**config.mk**
```make
export PLATFORM = sky130hd
export DESIGN_NAME = frac_macr
export DESIGN_NICKNAME = d
export VERILOG_FILES = /design/src/rtl/frac_macr.sv
export SDC_FILE = /design/constraint.sdc
export NUM_CORES = 1
export LEC_CHECK = 0
export BUFFER_PORTS_ARGS = -buffer_cell sky130_fd_sc_hd__buf_2
export CELL_PAD_IN_SITES_DETAIL_PLACEMENT = 1
export CELL_PAD_IN_SITES_GLOBAL_PLACEMENT = 1
export CORE_UTILIZATION = 52
export CTS_CLUSTER_DIAMETER = 100
export DETAILED_ROUTE_END_ITERATION = 8
export PLACE_DENSITY_LB_ADDON = 0.1
export SETUP_SLACK_MARGIN = 0.02
export SYNTH_ARGS = -nofsm -noshare
export SYNTH_HDL_FRONTEND = slang
export SYNTH_SLANG_ARGS = --single-unit
```
**constraint.sdc**
```tcl
create_clock -name clk -period 1.85 [get_ports clk]
set_input_delay 0.185 -clock clk [delete_from_list [all_inputs] [get_ports clk]]
set_output_delay 0.185 -clock clk [all_outputs]
set_load 0.005 [all_outputs]
```
**src/rtl/frac_macr.sv**
```systemverilog
module frac_macr #(
  parameter int W = 16,
  parameter int G = 4
) (
  input  logic              clk,
  input  logic              rst_n,
  input  logic              in_valid,
  input  logic [W-1:0]      op_a,
  input  logic [W-1:0]      op_b,
  input  logic [G+2*W-1:0]  acc_in,
  input  logic [W-1:0]      reg_in,
  input  logic              dst_is_reg,
  input  logic              do_sub,
  input  logic              rnd_twos,
  output logic              out_valid,
  output logic [G+2*W-1:0]  acc_out,
  output logic [W-1:0]      word_out
);
  localparam int AW = G + 2*W;
  localparam int HW = G + W;

  logic signed [2*W-1:0] prod;
  logic [AW-1:0] prod_x, addend, sum;
  logic [HW-1:0] upper, up_rnd;
  logic [W-1:0]  lo;
  logic          tie, inc;

  assign prod   = $signed(op_a) * $signed(op_b);
  assign prod_x = {{G{prod[2*W-1]}}, prod} << 1;
  assign addend = dst_is_reg ? {{G{reg_in[W-1]}}, reg_in, {W{1'b0}}} : acc_in;
  assign sum    = do_sub ? addend - prod_x : addend + prod_x;

  assign lo     = sum[W-1:0];
  assign upper  = sum[AW-1:W];
  assign tie    = (lo == {1'b1, {(W-1){1'b0}}});
  assign inc    = (!rnd_twos && tie) ? upper[0] : lo[W-1];
  assign up_rnd = upper + {{(HW-1){1'b0}}, inc};

  always_ff @(posedge clk or negedge rst_n) begin
    if (!rst_n) begin
      out_valid <= 1'b0;
      acc_out   <= '0;
      word_out  <= '0;
    end else begin
      out_valid <= in_valid;
      if (in_valid) begin
        acc_out  <= {up_rnd, {W{1'b0}}};
        word_out <= up_rnd[W-1:0];
      end
    end
  end

  p_valid_follow_r9: assert property (@(posedge clk) disable iff (!rst_n)
    in_valid |=> out_valid);
  p_idle_hold_r9: assert property (@(posedge clk) disable iff (!rst_n)
    !in_valid |=> (!out_valid && $stable(acc_out) && $stable(word_out)));
  p_zero_prod_acc_r4: assert property (@(posedge clk) disable iff (!rst_n)
    (in_valid && !dst_is_reg && op_a == '0 &&
     (rnd_twos || acc_in[W-1:0] != {1'b1, {(W-1){1'b0}}}))
    |=> acc_out[AW-1:W] == $past(acc_in[AW-1:W]) + {{(HW-1){1'b0}}, $past(acc_in[W-1])});
  p_zero_prod_reg_r3: assert property (@(posedge clk) disable iff (!rst_n)
    (in_valid && dst_is_reg && op_b == '0) |=> word_out == $past(reg_in));
  p_low_word_r6: assert property (@(posedge clk) disable iff (!rst_n)
    out_valid |-> acc_out[W-1:0] == '0);
endmodule

```
==> results of run 1 <==
## logic make-up after synthesis
logic type / count (synthesis)
AOI/OAI and AO/OA: 277
xor gates and xnor gates: 94
adders and majority gates: 382
buffers and inverters: 430
DFF: 21
muxes: 30
other: 1
and+or+nand+nor: 587
## synth_stat cells (10+ instances only)
cell	instances
a211oi_1	13
a21o_1	29
a21oi_1	82
a31oi_1	10
and2_1	129
and3_1	14
buf_2	11
buf_4	32
clkbuf_1	53
dfrtp_1	21
fa_1	263
ha_1	119
inv_1	331
mux2_2	25
nand2_1	182
nand2b_1	19
nand3_1	31
nand4_1	11
nor2_1	93
nor2b_1	27
nor3_1	28
nor4_1	10
o21ai_0	36
o21ai_1	14
xnor2_1	62
xor2_1	30
## metrics by stage
| step | cells | TNS (ns) | instance area [µm²] | utilization [%] |
|---|---|---|---|---|
| detailed placement | 2665 | -137.03 | 19130 | 66.66 |
| floorplan | 1837 | -122.44 | 15500 | - |
| global placement | 2665 | -128.07 | 19130 | 66.66 |
==> impl_metrics.yaml, run 1 <==
status:
  status: "stopped before the end"
  haltStage: "clock tree synthesis"
  error_line: "[ERROR DPL-0033] detailed placement checks failed during check placement."
cts:
  cts.sinks: 21
  cts-root-buf: "clkbuf_16"
  postCtsSetupRepairBufs: 55
  ctsResizeCount: 196
  clock_path_buffers: 2
  cts_hold_buf: 1
  cts_inserted_buffers: 3
  cts.htree.levels: 1
synthesis:
  synth_flop_cell: "dfrtp_1"
  synthAdderAreaFrac_pct: 44.53
  ys_seq_elements: 21
  synthSimpleGateAreaFrac_pct: 19.88
  muxShareOfSynthArea_pct: 2.186
  synthArstFlopShare_pct: 100.0
  syn_area_um2: 15170
  yosysSeqAreaShare_pct: 3.465
  synth_cell_types: 91
  synth_edf_count: 0
  synthCells: 1822
  yosys.area.top_type: "fa_1"
  ys_warn_count: 0
  netlist_top_cells_area: "fa_1 35%, ha_1 9.8%, inv_1 8.2%, and2_1 5.3%, nand2_1 4.5%"
  synth_area_per_cell_um2: 8.324
  synth_compound_area_share_pct: 12.74
  synth_xor_area_share_pct: 5.610
  synth_top_family_by_area: "adder cells"
  synth_top_area_share_pct: 34.71
floorplan:
  start_util_pct: 52.84
  ioPinCount: 143
  fp.dieH_um: 172.8
  fp-row-count: 62
  dieWidth_um: 172.8
placement:
  dpl_worst_slack_ns: -7.335
  portBuffers: 126
  hpwl_um: 52080
  place_congestion: 0.8979
==> run 2, diff against run 1 <==
CELL_PAD_IN_SITES_DETAIL_PLACEMENT = unset   (was 1)
CELL_PAD_IN_SITES_GLOBAL_PLACEMENT = unset   (was 1)
CORE_UTILIZATION = 40   (was 52)
CTS_CLUSTER_DIAMETER = unset   (was 100)
PLACE_DENSITY_LB_ADDON = 0.15   (was 0.1)
SETUP_SLACK_MARGIN = unset   (was 0.02)
==> run 2 against run 1 <==
  * The flow now finishes, with violations (setup timing)
  * Synthesized cell count is the same
  * Synthesized area is the same
==> impl_metrics.yaml, run 2 <==
floorplan:
  dieWidth_um: 196.7
  start_util_pct: 41.04
  fp-row-count: 70
  die_area_um2: 38700
  core-area_um2: 36960
  ioPinCount: 143
  fp.dieH_um: 196.7
final_layout:
  top_regs: "word_out: 15 flops, acc_out: 5 flops, out_valid: 1 flops"
  largest_reg_flops: 15
  finalNetCount: 2825
  area_growth_pct: 38.30
  most-common-layout-cells: "459 x buf_4, 314 x inv_1, 256 x fa_1"
  top_register: "word_out"
  final_common_cell: "buf_4"
  drive_gt1_share_pct: 36.05
setup_path:
  timing.rr.start: "word_out[1]$_DFFE_PN0P_"
  path_class: "in2reg"
  ff2ff_path_depth: 1
  crit_arrival_ns: 8.40
  critPathLaunchType: "primary input"
  cp.required_ns: 1.99
  ff2ff_setup_slack_ns: 1.07
  cp.depth: 34
  max_stage_delay_ns: 0.59
  crit_end: "acc_out[35]$_DFFE_PN0P_"
  reg2reg_to: "word_out[1]$_DFFE_PN0P_"
  path_max_fanout: 7
  path_buf_inv: 8
  setup.worst_path.end_class: "flop"
  critPathLaunch: "op_a[5]"
  slowest_stage: "or4b_4"
  crit_top_cell: "inv_2"
  path_delay_family: "adder cells"
routing:
  first_pass_iters: 5
  vias: 14110
  drt-wirelength-per-cell_um: 14.92
  ant_nets: 0
  drc_errors: 0
  drt_iter0_drc: 643
  wl_um: 42620
  via_per_inst: 4.939
synthesis:
  synth_flop_cell: "dfrtp_1"
  synth_area_per_cell_um2: 8.324
  synthArstFlopShare_pct: 100.0
  synth_top_area_share_pct: 34.71
  yosys.area.top_type: "fa_1"
  synth.most_common_cell: "inv_1"
  ys_warn_count: 0
  netlist_top_cells_area: "fa_1 35%, ha_1 9.8%, inv_1 8.2%, and2_1 5.3%, nand2_1 4.5%"
  yosysSeqAreaShare_pct: 3.465
  ys_seq_elements: 21
  syn_area_um2: 15170
  synth_commonest_cells: "331 x inv_1, 263 x fa_1, 182 x nand2_1, 129 x and2_1, 119 x ha_1"
  synthCells: 1822
  synth_cell_types: 91
  synth_edf_count: 0
sta:
  slew_viol_final: 0
  finalHoldViolations: 0
  relSlewSlack_pct: 62.77
  period_needed_ns: 8.261
  max_freq_mhz: 121.1
  rsz0062_at_grt: "yes"
  finalClockSkew_ns: 0
  fin_crit_sh_pct: 446.5
  setup_viol: 20
  tightest_slew_ns: 0.5551
  fin_ws_ns: -6.411
cts:
  worstSkewPairLatency_ns: 0.26
  cts.sinks: 21
  cts-root-buf: "clkbuf_16"
  tritoncts: "done"
  cts.htree.levels: 1
  cts_inserted_buffers: 3
  clk_pin_slew_worst_paths_ns: 0.06
  clock_path_buffers: 2
hold_path:
  hold_class: "in2reg"
grt:
  grt_pass1_wl_um: 72210
  grt_max_degree: 24
  antenna_found_initial: 1
  grt.total_usage_pct: 22.94
  overflow: 0
  grt_pass1_vias: 15180
placement:
  dpl_worst_slack_ns: -6.981
  place_congestion: 0.8776
  portBuffers: 126
  hpwl_um: 36460
status:
  violations: "setup timing"
  status: "finished, violations left"
run:
  drv_cap: 0
run 2: logic make-up after synthesis:
| logic type | count (synthesis) | synth area share (%) |
|---|---|---|
| compound gates | 277 | 12.74 |
| xor+xnor | 94 | 5.610 |
| fa+ha+maj | 382 | 44.53 |
| buf+inv | 430 | 11.57 |
| flops | 21 | 3.465 |
| mux | 30 | 2.186 |
| other cells | 1 | 0.02472 |
| simple gates | 587 | 19.88 |
run 2: how the worst min path moves through the flow:
stage / start / to / slack, ns / depth (start not counted)
2_1_floorplan: rst_n / acc_out[31]$_DFFE_PN0P_ / -0.11 / 0
3_3_place_gp: rst_n / word_out[4]$_DFFE_PN0P_ / 0.17 / 1
3_5_place_dp: rst_n / word_out[4]$_DFFE_PN0P_ / 0.17 / 1
4_1_cts: in_valid / word_out[9]$_DFFE_PN0P_ / 0.37 / 2
5_1_grt: in_valid / word_out[7]$_DFFE_PN0P_ / 0.41 / 2
6_report: in_valid / word_out[7]$_DFFE_PN0P_ / 0.39 / 2
run 2: layout make-up:
cell class / count / area, µm²
Clock buffer: 3 / 75.07
Sequential cell: 21 / 525.5
Clock inverter: 1 / 5.005
Multi-Input combinational cell: 1386 / 14020
Tap cell: 504 / 630.6
Inverter: 332 / 1250
Fill cell: 3490 / 15980
Timing Repair Buffer: 609 / 4466
Antenna cell: 1 / 2.502
run 2: per-stage QoR:
| step | setup TNS (ns) | cell area [µm²] | hold slack, ns | instances | utilization, % |
|---|---|---|---|---|---|
| global placement | -129.42 | 19270 | 0.1657 | 2783 | 52.13 |
| floorplan | -122.44 | 15500 | -0.1106 | 1837 | - |
| detailed placement | -131.26 | 19270 | 0.1742 | 2783 | 52.13 |
| finish | -120.62 | 20980 | 0.3872 | 2857 | 56.75 |
| CTS | -120.60 | 20460 | 0.3711 | 2841 | 55.37 |
| global route | -128.32 | 20980 | 0.4071 | 2857 | 56.75 |
run 2: what timing repair did:
item                                    in CTS  in global routing
setup buffers                               55                 19
hold buffers                                 1                  0
resized for setup                          156                101
endpoints found under the setup margin      20                 20
endpoints found under the hold margin       21                  0
pin swaps                                  104                 77
run 2: layer usage:
| layer | vias up | share of wire, % | global-route usage [%] |
|---|---|---|---|
| met2 | 232 | 52 | 42.72 |
| li1 | 6842 | - | - |
| met5 | - | 0 | 0 |
| met1 | 7001 | 44 | 29.89 |
| met4 | 0 | 1.4 | 3.216 |
| met3 | 37 | 2.7 | 1.095 |
Power of run 2 is not shown: default switching activity piles up to over one toggle a cycle in this logic, so the estimate is an artifact.
==> run 3, diff against run 2 <==
clock period = 10.6 ns   (was 1.85 ns; I/O delays follow)
==> run 3 against run 2 <==
  * The run now ends clean
  * Setup slack improved by 7.1 ns
  * Final area down 22%
  * Non-clock buffer count shrank 463
  * Flip-flop and latch count unchanged
  * Core utilization down 13 points
  * Via count down 12%
  * Global-route usage down 1.7 points
  * Clock skew unchanged
  * Critical endpoint unchanged
==> impl_metrics.yaml, run 3 (synthesis results as in run 2) <==
cts:
  clock_path_buffers: 2
  worstSkewPairLatency_ns: 0.25
  cts_inserted_buffers: 3
  cts.sinks: 21
  tritoncts: "done"
  cts-root-buf: "clkbuf_16"
  clk_pin_slew_worst_paths_ns: 0.06
  cts.htree.levels: 1
  cts_hold_buf: 0
hold_path:
  hold_start: "acc_out[33]$_DFFE_PN0P_"
  hold_class: "reg2reg"
  whs_path_depth: 2
  holdPathEnd: "acc_out[33]$_DFFE_PN0P_"
setup_path:
  setup.worst_path.end_class: "flop"
  ff2ff_path_depth: 1
  ff2ff_setup_slack_ns: 9.83
  critPathLaunchType: "primary input"
  reg2reg_to: "word_out[1]$_DFFE_PN0P_"
  path_max_fanout: 16
  crit_top_cell: "fa_1"
  max_stage_delay_ns: 0.67
  timing.rr.start: "word_out[1]$_DFFE_PN0P_"
  cp.required_ns: 10.70
  slowest_stage: "fa_1"
  crit_arrival_ns: 10.05
  path_class: "in2reg"
placement:
  place_congestion: 0.8830
  hpwl_um: 32580
  portBuffers: 126
  dpl.cell_count: 2385
sta:
  finalHoldViolations: 0
  slew_viol_final: 0
  relSlewSlack_pct: 52.06
  tightest_slew_ns: 0.7191
  finalClockSkew_ns: 0
  fin_crit_sh_pct: 93.88
  period_needed_ns: 9.952
  tns_ns: 0
  rsz0062_at_grt: "no"
  setup_viol: 0
  max_freq_mhz: 100.5
run:
  drv_cap: 0
grt:
  grt_pass1_wl_um: 66200
  grt_pass1_vias: 13210
  grt.total_usage_pct: 21.21
  overflow: 0
  antenna_found_initial: 0
  grt_max_degree: 38
final_layout:
  fill_cells: 3835
  most-common-layout-cells: "330 x inv_1, 263 x fa_1, 182 x nand2_1"
  register_area_um2: 525.5
  final_cell_count_no_fill: 2393
  final_common_cell: "inv_1"
  area_growth_pct: 7.252
  antenna_cells: 0
  multiInputGateArea_um2: 13000
  largest_reg_flops: 15
  top_regs: "word_out: 15 flops, acc_out: 5 flops, out_valid: 1 flops"
  finalNetCount: 2362
  drive_gt1_share_pct: 11.81
  top_register: "word_out"
status:
  status: "finished, final reports clean"
routing:
  drt_iter0_drc: 606
  drc_errors: 0
  vias: 12390
  first_pass_iters: 5
  wl_um: 38450
  drt-wirelength-per-cell_um: 16.07
  ant_nets: 0
  via_per_inst: 5.178
floorplan:
  die_area_um2: 38700
  start_util_pct: 41.04
  fp-row-count: 70
  ioPinCount: 143
  core-area_um2: 36960
  fp.dieH_um: 196.7
  dieWidth_um: 196.7
[run 3: cell count changes in the layout (fill, tap and decap cells not counted), sizes merged]
cell | previous run | this run
clkinv | 1 | 0
buf | 607 | 146
diode | 1 | 0
dlygate4sd3 | 1 | 0
[run 3: timing repair]
action                                 in CTS  in global routing
gates resized for setup                     0                 12
endpoints found under the hold margin       0                  0
setup buffers                               0                  4
setup endpoints to repair                   0                  8
[run 3: through the flow]
stage / setup slack, ns / instance area, µm² / utilization, % / hold slack (ns)
2_1_floorplan: 0.9375 / 15220 / - / 0.5121
3_3_place_gp: 0.03312 / 16100 / 43.55 / 0.5091
3_5_place_dp: 0.09959 / 16100 / 43.55 / 0.5139
4_1_cts: 0.3490 / 16180 / 43.76 / 0.5241
5_1_grt: 0.008204 / 16270 / 44.01 / 0.5397
6_report: 0.6485 / 16270 / 44.01 / 0.5190
[run 3: cell type report]
type	instances	area share [%]
Clock buffer	4	0.4846
Inverter	332	7.684
Tap cell	504	3.877
Timing Repair Buffer	146	4.800
Sequential cell	21	3.231
Multi-Input combinational cell	1386	79.92
[run 3: routing by layer]
metal  share of wire, %  GRT usage, %
met1                 45         28.41
met2                 50         37.89
met3                3.8         1.557
met4                1.6         3.503
met5                  0             0
[run 3: how the worst max path moves through the flow]
stage / start / end / slack [ns] / depth (start not counted)
after CTS: op_b[9] / word_out[14]$_DFFE_PN0P_ / 0.35 / 33
after global placement: op_b[9] / acc_out[35]$_DFFE_PN0P_ / 0.03 / 33
after global routing: op_b[1] / word_out[14]$_DFFE_PN0P_ / 0.008 / 36
after detailed placement: op_b[9] / word_out[14]$_DFFE_PN0P_ / 0.1 / 33
final: op_a[15] / acc_out[35]$_DFFE_PN0P_ / 0.65 / 33
after floorplan: op_a[10] / word_out[14]$_DFFE_PN0P_ / 0.94 / 37
[run 3: worst max-delay path, delay by kind of cell]
kind,cells,cell delay (ns)
fa+ha+maj,8,3.97
compound gates,12,2.46
simple gates,5,1.36
buf+inv,6,0.63
mux,1,0.38
xor+xnor,1,0.17
Power of run 3 is left out for the same reason.
==> run 4, diff against run 3 <==
ABC_AREA = 1   (was unset)
CTS_BUF_LIST = sky130_fd_sc_hd__clkbuf_8 sky130_fd_sc_hd__clkbuf_16   (was unset)
==> run 4 against run 3 <==
  * Final area rose by 6.9%
  * Worst hold slack got worse by 0.034 ns
  * Register-to-register slack improved by 0.03 ns
  * Clock skew did not move
  * Core utilization fell by 0.64 points
  * Synthesized cell count rose by 38%
  * Global-route usage rose by 1.1 points
  * Sequential share of layout area fell by 0.21 points
  * First-iteration DRC count rose by 35%
  * Highest routed layer unchanged
==> impl_metrics.yaml, run 4 <==
cts:
  cts.htree.levels: 1
  clk_pin_slew_worst_paths_ns: 0.06
  cts_hold_buf: 0
  worstSkewPairLatency_ns: 0.26
  postCtsSetupRepairBufs: 0
  cts.sinks: 21
  tritoncts: "done"
  clock_path_buffers: 2
  cts-root-buf: "clkbuf_16"
  cts_inserted_buffers: 3
  ctsResizeCount: 0
synthesis:
  yosysSeqAreaShare_pct: 3.195
  netlist_top_cells_area: "fa_1 32%, nand2_1 18%, inv_1 16%, ha_1 9.1%, dfrtp_1 3.2%"
  ys_warn_count: 0
  synth_top_area_share_pct: 32.01
  synth_area_per_cell_um2: 6.527
  synth_commonest_cells: "795 x nand2_1, 681 x inv_1, 263 x fa_1, 126 x nor2_1, 119 x ha_1"
  synth_edf_count: 0
  yosys.area.top_type: "fa_1"
  synthArstFlopShare_pct: 100.0
  synthCells: 2520
  synth.most_common_cell: "nand2_1"
  syn_area_um2: 16450
  ys_seq_elements: 21
  synth_cell_types: 49
  synth_flop_cell: "dfrtp_1"
routing:
  drt_iter0_drc: 818
  drt-wirelength-per-cell_um: 14.21
  drc_errors: 0
  ant_nets: 0
  first_pass_iters: 5
  wl_um: 43940
  via_per_inst: 4.743
  vias: 14670
hold_path:
  hold_start: "acc_out[33]$_DFFE_PN0P_"
  holdPathEnd: "acc_out[33]$_DFFE_PN0P_"
  hold_class: "reg2reg"
  whs_path_depth: 2
final_layout:
  fill_cells: 4363
  area_growth_pct: 5.744
  top_register: "word_out"
  top_regs: "word_out: 15 flops, acc_out: 5 flops, out_valid: 1 flops"
  antenna_cells: 0
  most-common-layout-cells: "795 x nand2_1, 681 x inv_1, 263 x fa_1"
  final_common_cell: "nand2_1"
  largest_reg_flops: 15
  drive_gt1_share_pct: 9.544
  finalNetCount: 3040
grt:
  antenna_found_initial: 0
  grt_pass1_vias: 14960
  grt_pass1_wl_um: 74930
  grt.total_usage_pct: 22.33
  grt_max_degree: 31
  overflow: 0
floorplan:
  fp-row-count: 73
  die_area_um2: 41930
  start_util_pct: 41.02
  fp.dieH_um: 204.8
  core-area_um2: 40100
  dieWidth_um: 204.8
  ioPinCount: 143
sta:
  rsz0062_at_grt: "no"
  tns_ns: 0
  finalClockSkew_ns: 0
  setup_viol: 0
  relSlewSlack_pct: 46.19
  finalHoldViolations: 0
  fin_crit_sh_pct: 90.54
  slew_viol_final: 0
  max_freq_mhz: 104.2
  tightest_slew_ns: 0.8062
  period_needed_ns: 9.597
setup_path:
  crit_top_cell: "nand2_1"
  cp.required_ns: 10.75
  reg2reg_to: "word_out[9]$_DFFE_PN0P_"
  slowest_stage: "fa_1"
  ff2ff_setup_slack_ns: 9.86
  timing.rr.start: "word_out[9]$_DFFE_PN0P_"
  path_max_fanout: 17
  critPathLaunchType: "primary input"
  critPathLaunch: "op_b[15]"
  ff2ff_path_depth: 2
  path_class: "in2reg"
  setup.worst_path.end_class: "flop"
  max_stage_delay_ns: 0.55
  crit_arrival_ns: 9.74
placement:
  place_congestion: 0.9367
  hpwl_um: 39400
  portBuffers: 126
run:
  drv_cap: 0
status:
  status: "finished, final reports clean"
run 4: logic make-up after synthesis:
| group | count (synthesis) | share of synthesized area (%) |
|---|---|---|
| flops | 21 | 3.195 |
| buf+inv | 802 | 19.05 |
| simple gates | 1153 | 29.95 |
| other cells | 1 | 0.02280 |
| xor+xnor | 57 | 3.081 |
| compound gates | 104 | 3.636 |
| fa+ha+maj | 382 | 41.07 |
run 4: cell type report:
cell class	count	area, µm²	share of cell area, %
Timing Repair Buffer	129	653.1	3.755
Clock buffer	3	75.07	0.4317
Tap cell	525	656.9	3.777
Inverter	701	2631	15.13
Sequential cell	21	525.5	3.022
Multi-Input combinational cell	1712	12840	73.86
Clock inverter	1	5.005	0.02878
run 4: worst max-delay path by stage:
stage	cells after the start	to	slack, ns
finish	40	acc_out[35]$_DFFE_PN0P_	1.00
floorplan	45	acc_out[34]$_DFFE_PN0P_	1.89
CTS	40	acc_out[35]$_DFFE_PN0P_	0.96
global route	41	acc_out[35]$_DFFE_PN0P_	0.25
global placement	40	acc_out[35]$_DFFE_PN0P_	0.66
detailed placement	40	acc_out[35]$_DFFE_PN0P_	0.71
run 4: worst max-delay path, delay by kind of cell:
kind | cells | cell delay, ns
adders and majority gates | 8 | 3.95
and+or+nand+nor | 22 | 3.16
buffers and inverters | 8 | 0.94
xor gates and xnor gates | 2 | 0.64
run 4: stage by stage:
stage,setup slack (ns),hold slack [ns],utilization [%],area (µm²),std cells
after CTS,0.9621,0.4947,43.37,17390,3092
final,1.003,0.4847,43.37,17390,3092
after detailed placement,0.7068,0.4793,43.17,17310,3088
after floorplan,1.890,0.4724,-,16500,2535
after global placement,0.6564,0.4792,43.17,17310,3088
after global routing,0.2526,0.5436,43.37,17390,3092
run 4: per-layer routing:
| layer | vias up | wire length (µm) | global-route usage (%) |
|---|---|---|---|
| li1 | 7327 | - | - |
| met1 | 7042 | 21640 | 33.08 |
| met2 | 272 | 20360 | 37.31 |
| met3 | 25 | 1528 | 0.5409 |
| met4 | 0 | 402 | 2.292 |
| met5 | - | 0 | 0 |
Power of run 4 is left out for the same reason.
